### src/rtl/sqtmr_pkg.sv
package sqtmr_pkg;
  typedef enum logic [1:0] {
    MODE_SQ_ONCE    = 2'b00,
    MODE_SQ_LOOP    = 2'b01,
    MODE_PULSE_ONCE = 2'b10,
    MODE_PULSE_LOOP = 2'b11
  } wave_mode_e;

  typedef enum logic [1:0] {
    CMD_NOP        = 2'b00,
    CMD_HALT       = 2'b01,
    CMD_HALT_AT_TC = 2'b10,
    CMD_LAUNCH     = 2'b11
  } tmr_cmd_e;

  // bit 0 of the mode selects automatic restart
  function automatic logic mode_loops(input wave_mode_e m);
    return m[0];
  endfunction

  // bit 1 of the mode selects pulse shaping instead of square wave
  function automatic logic mode_pulse(input wave_mode_e m);
    return m[1];
  endfunction
endpackage

### src/rtl/tmr_stage_regs.sv
module tmr_stage_regs
  import sqtmr_pkg::*;
#(
  parameter int CNT_W  = 14,
  parameter int BYTE_W = 8
) (
  input  logic              clk,
  input  logic              rst_n,
  input  logic              wr_lo,
  input  logic              wr_hi,
  input  logic [BYTE_W-1:0] wr_data,
  output logic [CNT_W-1:0]  stage_len,
  output wave_mode_e        stage_mode
);
  localparam int HI_W = CNT_W - BYTE_W;

  logic [CNT_W-1:0] len_q, len_n;
  wave_mode_e       mode_q, mode_n;

  // staging data carries no reset: its value survives a reset
  always_comb begin
    len_n  = len_q;
    mode_n = mode_q;
    if (wr_lo) len_n[BYTE_W-1:0] = wr_data;
    if (wr_hi) begin
      len_n[CNT_W-1:BYTE_W] = wr_data[HI_W-1:0];
      mode_n                = wave_mode_e'(wr_data[BYTE_W-1 -: 2]);
    end
  end

  always_ff @(posedge clk) begin
    len_q  <= len_n;
    mode_q <= mode_n;
  end

  assign stage_len  = len_q;
  assign stage_mode = mode_q;

  assert_low_byte_R1: assert property (@(posedge clk) disable iff (!rst_n)
    wr_lo |=> (stage_len[BYTE_W-1:0] == $past(wr_data)));

  assert_high_byte_R1: assert property (@(posedge clk) disable iff (!rst_n)
    wr_hi |=> (stage_mode == wave_mode_e'($past(wr_data[BYTE_W-1 -: 2]))));
endmodule

### src/rtl/tmr_core.sv
module tmr_core
  import sqtmr_pkg::*;
#(
  parameter int CNT_W = 14
) (
  input  logic             clk,
  input  logic             rst_n,
  input  logic             tick,
  input  logic             cmd_valid,
  input  tmr_cmd_e         cmd,
  input  logic [CNT_W-1:0] stage_len,
  input  wave_mode_e       stage_mode,
  output logic             running,
  output logic             second_half,
  output logic [CNT_W-1:0] cnt,
  output wave_mode_e       act_mode,
  output logic             tc_evt
);
  localparam logic [CNT_W-1:0] STEP    = CNT_W'(2);
  localparam logic [CNT_W-1:0] MIN_LEN = CNT_W'(2);

  // control state, reset
  logic run_q, run_n;
  logic half_q, half_n;
  logic pstart_q, pstart_n;
  logic pstop_q, pstop_n;
  // data state, not reset
  logic [CNT_W-1:0] cnt_q, cnt_n;
  logic [CNT_W-1:0] alen_q, alen_n;
  logic [CNT_W-1:0] plen_q, plen_n;
  wave_mode_e       amode_q, amode_n;
  wave_mode_e       pmode_q, pmode_n;

  logic step_en, half_end, tc_now, len_ok;

  assign step_en  = run_q && tick;
  assign half_end = step_en && (cnt_q <= STEP);
  assign tc_now   = half_end && half_q;
  assign len_ok   = (stage_len >= MIN_LEN);

  always_comb begin
    run_n    = run_q;
    half_n   = half_q;
    pstart_n = pstart_q;
    pstop_n  = pstop_q;
    cnt_n    = cnt_q;
    alen_n   = alen_q;
    plen_n   = plen_q;
    amode_n  = amode_q;
    pmode_n  = pmode_q;

    // tick processing
    if (step_en) begin
      if (!half_end) begin
        cnt_n = cnt_q - STEP;
      end else if (!half_q) begin
        half_n = 1'b1;
        cnt_n  = {alen_q[CNT_W-1:1], 1'b0};
      end else if (pstart_q) begin
        alen_n   = plen_q;
        amode_n  = pmode_q;
        cnt_n    = plen_q;
        half_n   = 1'b0;
        pstart_n = 1'b0;
      end else if (pstop_q || !mode_loops(amode_q)) begin
        run_n   = 1'b0;
        half_n  = 1'b0;
        pstop_n = 1'b0;
      end else begin
        cnt_n  = alen_q;
        half_n = 1'b0;
      end
    end

    // command processing overrides the tick result where it conflicts
    if (cmd_valid) begin
      unique case (cmd)
        CMD_HALT: begin
          if (run_q) begin
            run_n    = 1'b0;
            half_n   = 1'b0;
            pstart_n = 1'b0;
            pstop_n  = 1'b0;
            cnt_n    = cnt_q;
            alen_n   = alen_q;
            amode_n  = amode_q;
          end
        end
        CMD_HALT_AT_TC: begin
          if (run_n) begin
            pstop_n  = 1'b1;
            pstart_n = 1'b0;
          end
        end
        CMD_LAUNCH: begin
          if (len_ok) begin
            if (!run_n) begin
              run_n    = 1'b1;
              half_n   = 1'b0;
              alen_n   = stage_len;
              amode_n  = stage_mode;
              cnt_n    = stage_len;
              pstart_n = 1'b0;
              pstop_n  = 1'b0;
            end else begin
              plen_n   = stage_len;
              pmode_n  = stage_mode;
              pstart_n = 1'b1;
              pstop_n  = 1'b0;
            end
          end
        end
        default: ;
      endcase
    end
  end

  always_ff @(posedge clk or negedge rst_n) begin
    if (!rst_n) begin
      run_q    <= 1'b0;
      half_q   <= 1'b0;
      pstart_q <= 1'b0;
      pstop_q  <= 1'b0;
    end else begin
      run_q    <= run_n;
      half_q   <= half_n;
      pstart_q <= pstart_n;
      pstop_q  <= pstop_n;
    end
  end

  always_ff @(posedge clk) begin
    cnt_q   <= cnt_n;
    alen_q  <= alen_n;
    plen_q  <= plen_n;
    amode_q <= amode_n;
    pmode_q <= pmode_n;
  end

  assign running     = run_q;
  assign second_half = half_q;
  assign cnt         = cnt_q;
  assign act_mode    = amode_q;
  assign tc_evt      = tc_now;

  assert_even_second_half_R3: assert property (@(posedge clk) disable iff (!rst_n)
    (run_q && half_q) |-> !cnt_q[0]);

  assert_start_by_launch_R2: assert property (@(posedge clk) disable iff (!rst_n)
    $rose(run_q) |-> $past(cmd_valid && cmd == CMD_LAUNCH));

  assert_legal_length_R2: assert property (@(posedge clk) disable iff (!rst_n)
    run_q |-> (alen_q >= MIN_LEN));

  assert_halt_now_R8: assert property (@(posedge clk) disable iff (!rst_n)
    (cmd_valid && cmd == CMD_HALT) |=> !run_q);

  assert_single_stops_R7: assert property (@(posedge clk) disable iff (!rst_n)
    (tc_now && !mode_loops(amode_q) && !pstart_q && !(cmd_valid && cmd == CMD_LAUNCH))
      |=> !run_q);

  assert_idle_frozen_R8: assert property (@(posedge clk) disable iff (!rst_n)
    (!run_q && !(cmd_valid && cmd == CMD_LAUNCH)) |=> $stable(cnt_q));
endmodule

### src/rtl/tmr_wave_gen.sv
module tmr_wave_gen
  import sqtmr_pkg::*;
#(
  parameter int CNT_W = 14
) (
  input  logic             clk,
  input  logic             rst_n,
  input  logic             running,
  input  logic             second_half,
  input  logic [CNT_W-1:0] cnt,
  input  wave_mode_e       mode,
  output logic             wave
);
  localparam logic [CNT_W-1:0] LAST = CNT_W'(2);

  logic final_step;
  assign final_step = second_half && (cnt <= LAST);

  always_comb begin
    if (!running)              wave = 1'b1;
    else if (mode_pulse(mode)) wave = !final_step;
    else                       wave = !second_half;
  end

  assert_idle_high_R7: assert property (@(posedge clk) disable iff (!rst_n)
    !running |-> wave);

  assert_square_low_half_R4: assert property (@(posedge clk) disable iff (!rst_n)
    (running && !mode[1] && second_half) |-> !wave);
endmodule

### src/rtl/square_timer.sv
module square_timer
  import sqtmr_pkg::*;
#(
  parameter int CNT_W  = 14,
  parameter int BYTE_W = 8
) (
  input  logic              clk,
  input  logic              rst_n,
  input  logic              tick_i,
  input  logic              wr_lo_i,
  input  logic              wr_hi_i,
  input  logic [BYTE_W-1:0] wr_data_i,
  input  logic              cmd_valid_i,
  input  logic [1:0]        cmd_i,
  output logic              tmr_out_o,
  output logic              tc_evt_o,
  output logic [CNT_W-1:0]  count_o
);
  logic [CNT_W-1:0] stage_len;
  wave_mode_e       stage_mode;
  logic             running, second_half;
  logic [CNT_W-1:0] cnt;
  wave_mode_e       act_mode;

  tmr_stage_regs #(.CNT_W(CNT_W), .BYTE_W(BYTE_W)) u_stage (
    .clk        (clk),
    .rst_n      (rst_n),
    .wr_lo      (wr_lo_i),
    .wr_hi      (wr_hi_i),
    .wr_data    (wr_data_i),
    .stage_len  (stage_len),
    .stage_mode (stage_mode)
  );

  tmr_core #(.CNT_W(CNT_W)) u_core (
    .clk         (clk),
    .rst_n       (rst_n),
    .tick        (tick_i),
    .cmd_valid   (cmd_valid_i),
    .cmd         (tmr_cmd_e'(cmd_i)),
    .stage_len   (stage_len),
    .stage_mode  (stage_mode),
    .running     (running),
    .second_half (second_half),
    .cnt         (cnt),
    .act_mode    (act_mode),
    .tc_evt      (tc_evt_o)
  );

  tmr_wave_gen #(.CNT_W(CNT_W)) u_wave (
    .clk         (clk),
    .rst_n       (rst_n),
    .running     (running),
    .second_half (second_half),
    .cnt         (cnt),
    .mode        (act_mode),
    .wave        (tmr_out_o)
  );

  assign count_o = cnt;
endmodule

### config.mk
export PLATFORM = sky130hd
export DESIGN_NAME = square_timer
export DESIGN_NICKNAME = d
export VERILOG_FILES = /design/src/rtl/sqtmr_pkg.sv /design/src/rtl/tmr_stage_regs.sv /design/src/rtl/tmr_core.sv /design/src/rtl/tmr_wave_gen.sv /design/src/rtl/square_timer.sv
export SDC_FILE = /design/constraint.sdc
export NUM_CORES = 1
export LEC_CHECK = 0
export BUFFER_PORTS_ARGS = -buffer_cell sky130_fd_sc_hd__clkbuf_2
export CAP_MARGIN = 20
export CORE_ASPECT_RATIO = 0.75
export CORE_UTILIZATION = 59
export DETAILED_ROUTE_END_ITERATION = 7
export GPL_TIMING_DRIVEN = 0
export HOLD_SLACK_MARGIN = 0.02
export PLACE_DENSITY = 0.79
export SKIP_CTS_REPAIR_TIMING = 1
export SYNTH_ARGS = -nofsm -noshare
export SYNTH_HDL_FRONTEND = slang
export SYNTH_SLANG_ARGS = --single-unit
### constraint.sdc
create_clock -name clk -period 2.9 [get_ports clk]
set_input_delay 0.58 -clock clk [delete_from_list [all_inputs] [get_ports clk]]
set_output_delay 0.58 -clock clk [all_outputs]
set_load 0.01 [all_outputs]
==> run_results.csv <==
group,metric,value,unit
outcome,status,"finished, final reports clean",
placement,hpwl,5960,um
clock_network,cts_tree,"done",
critical_path,slowest_delay,510,ps
grt,grt_max_degree,31,
routing,viasPerCell,6.75,
worst_hold_path,hold_class,"in2reg",
sta,final.setup.worst_slack,142,ps
die,die_w,90.1,um
clock_network,cts_sinks,66,
critical_path,crit_family,"simple AND/OR/NAND/NOR gates",
die,dieArea,0.00614,sq mm
grt,grt_pass1_vias,2537,
placement,post-place-ws,-51.4,ps
critical_path,critical_path_class,"reg2out",
die,initial_utilization,62.9,%
cells_and_area,area_growth,13.5,%
clock_network,htree_levels,3,
cells_and_area,n_fill_cell,410,
grt,antenna_found_initial,0,
synth,syn_nets,312,
die,ios,32,
sta,clock.fmax,363,MHz
clock_network,clock_latency,350,ps
sta,fin_skew,13.3,ps
clock_network,clk_pin_slew_worst_paths,70,ps
sta,period_needed,2760,ps
synth,ys_warn_count,0,
routing,vias,2820,
synth,async_flop_share,6.06,%
grt,grtUsageTotal,30.3,%
sta,finalSetupTns,0,ps
clock_network,root_buffer,"clkbuf_8",
routing,wire_per_inst,20.6,um
synth,avgSynthCellArea,11.7,sq um
synth,syn_area,0.00344,sq mm
sta,rsz0062_at_grt,"no",
synth,yosys.area.top_type_share,54.2,%
synth,synth_area_leader_cell,"edfxtp_1",
sta,period_share,95.1,%
grt,overflow,0,
die,die_h,68.1,um
critical_path,path_buf_inv,2,
cells_and_area,antenna_cells,0,
sta,slew_headroom,49.3,%
critical_path,worstPathArrival,2180,ps
synth,synth_cell_types,60,
routing,first_iter_violations,375,
pwr,peakVddDrop,0.499,mV
placement,port_buffers,30,
routing,wl,8590,um
clock_network,cts_made_buffers,9,
critical_path,crit_slowest_cell,"edfxtp_1",
sta,maxSlewViolCount,0,
synth,synth_area_leaders,"edfxtp_1 (54%), mux2i_1 (4.4%), a21oi_1 (3.5%)",
pwr,p_per_area,725,mW/mm^2
routing,drc,0,
synth,synth_edf_count,62,
placement,finalWeightedCongestion,0.944,
critical_path,start_kind,"register",
sta,setup_viol,0,
synth,synth_seq_cells,66,
routing,postRouteAntennaNets,0,
cells_and_area,post_route_cells_drive_above_1_share,19.5,%
die,num_rows,23,
synth,synth_flop_cell,"edfxtp_1",
synth,postSynthCellCount,295,
sta,final_hold_viol_count,0,
critical_path,cp.required,2320,ps
job,maxCapViolCount,0,
synth,post-synth-top-count-cell,"edfxtp_1",
sta,tightest_slew,761,ps
die,coreArea,0.00547,sq mm
routing,drtPass1Iterations,5,
grt,grt_pass1_wl,13500,um
critical_path,crit_fanout,9,
pwr,leakage,1.35,nW
clock_network,clock_path_buffers,2,
synth,yosysSeqAreaShare,57.1,%
critical_path,crit_chain,"nor4_4 > and4_1 > buf_4 > nand2_1 > nor2_1 > clkbuf_2",
synth,ys_top_cells_by_count,"edfxtp_1 (62), a21oi_1 (24), o21ai_0 (21), nand3_1 (18), mux2i_1 (15)",
critical_path,worst_setup_path_end_kind,"output port",
cells_and_area,nets,355,
-- cell families (layout without fill, tap and decap cells) --
group	Yosys count	count (layout)	share of synthesized area, %
simple gates	89	89	15.4
fa+ha+maj	1	1	0.364
flops	66	66	57.1
xor+xnor	1	1	0.255
mux	16	16	4.70
buf+inv	25	73	3.24
compound gates	97	97	19.0
-- power breakdown --
group          internal (W)  total, W  switching, W  leakage (nW)
registers           0.00126   0.00144      0.000178         0.673
clock network      0.000418  0.000771      0.000353        0.0970
logic              0.000247  0.000616      0.000369         0.577
total               0.00193   0.00283      0.000901          1.35
-- per-layer routing --
metal,GRT usage (%),share of wire (%)
met2,45.1,43
met1,41.7,45
met5,0,0
met3,11.8,11
met4,8.27,1.0
-- placed cells by master (no fill, tap or decap), types with 6 or more instances in the layout --
cell / count
edfxtp_1: 62
clkbuf_2: 32
a21oi_1: 24
o21ai_0: 21
nand3_1: 18
mux2i_1: 15
nand2_1: 14
nor2_1: 13
clkbuf_1: 12
nor3_1: 11
clkbuf_8: 10
o31ai_1: 7
inv_1: 6
-- cell type report --
cell class                      count  area (sq um)  area share [%]
Inverter                            6          22.5           0.577
Clock inverter                      5          55.1            1.41
Timing Repair Buffer               32           171            4.40
Tap cell                           75          93.8            2.41
Sequential cell                    66          1960            50.3
Multi-Input combinational cell    204          1360            35.0
Buffer                             19          90.1            2.31
Clock buffer                       11           141            3.63
-- registers in the layout, indices dropped and copies added (netlist names) --
| register | cells |
|---|---|
| u_core.act_mode | 2 |
| u_core.alen_q | 14 |
| u_core.plen_q | 14 |
| u_stage.stage_mode | 2 |
| u_core.pstart_q | 1 |
| u_stage.stage_len | 14 |
| u_core.pmode_q | 2 |
| u_core.cnt | 14 |
| u_core.pstop_q | 1 |
| u_core.running | 1 |
| u_core.second_half | 1 |
-- worst register-to-register path, delay by kind of cell, from the launching register on --
| family | cells | cell delay [ps] |
|---|---|---|
| AND/OR/NAND/NOR | 3 | 1020 |
| flip-flops | 1 | 510 |
| buffers and inverters | 2 | 460 |
| AO/OA/AOI/OAI | 2 | 390 |
-- stage by stage --
step | hold slack [ps] | cells | utilization [%] | power [W] | area [sq um]
2_1_floorplan | 284 | 295 | - | 0.00182 | 3440
3_3_place_gp | 395 | 400 | 67.3 | 0.00202 | 3680
3_5_place_dp | 401 | 400 | 67.3 | 0.00204 | 3680
4_1_cts | 23.7 | 416 | 70.9 | 0.00280 | 3880
5_1_grt | 398 | 418 | 71.3 | 0.00295 | 3900
6_report | 419 | 418 | 71.3 | 0.00283 | 3900
-- final timing paths --
kind / startpoint / endpoint / slack [ps] / cells past startpoint
max in group asynchronous: rst_n / u_core.second_half$_DFF_PN0_ / 2190 / 2
worst min-delay path: wr_data_i[6] / u_stage.stage_len[6]$_DFFE_PP_ / 420 / 1
min in group asynchronous: rst_n / u_core.running$_DFF_PN0_ / 570 / 2
worst max-delay path: u_core.cnt[9]$_DFFE_PP_ / tc_evt_o / 140 / 6
worst min register to register: u_stage.stage_mode[0]$_DFFE_PP_ / u_core.pmode_q[0]$_DFFE_PP_ / 450 / 0
worst max register to register: u_core.cnt[9]$_DFFE_PP_ / u_core.cnt[1]$_DFFE_PP_ / 230 / 7
No activity file was read; power rests on OpenSTA's default activity.
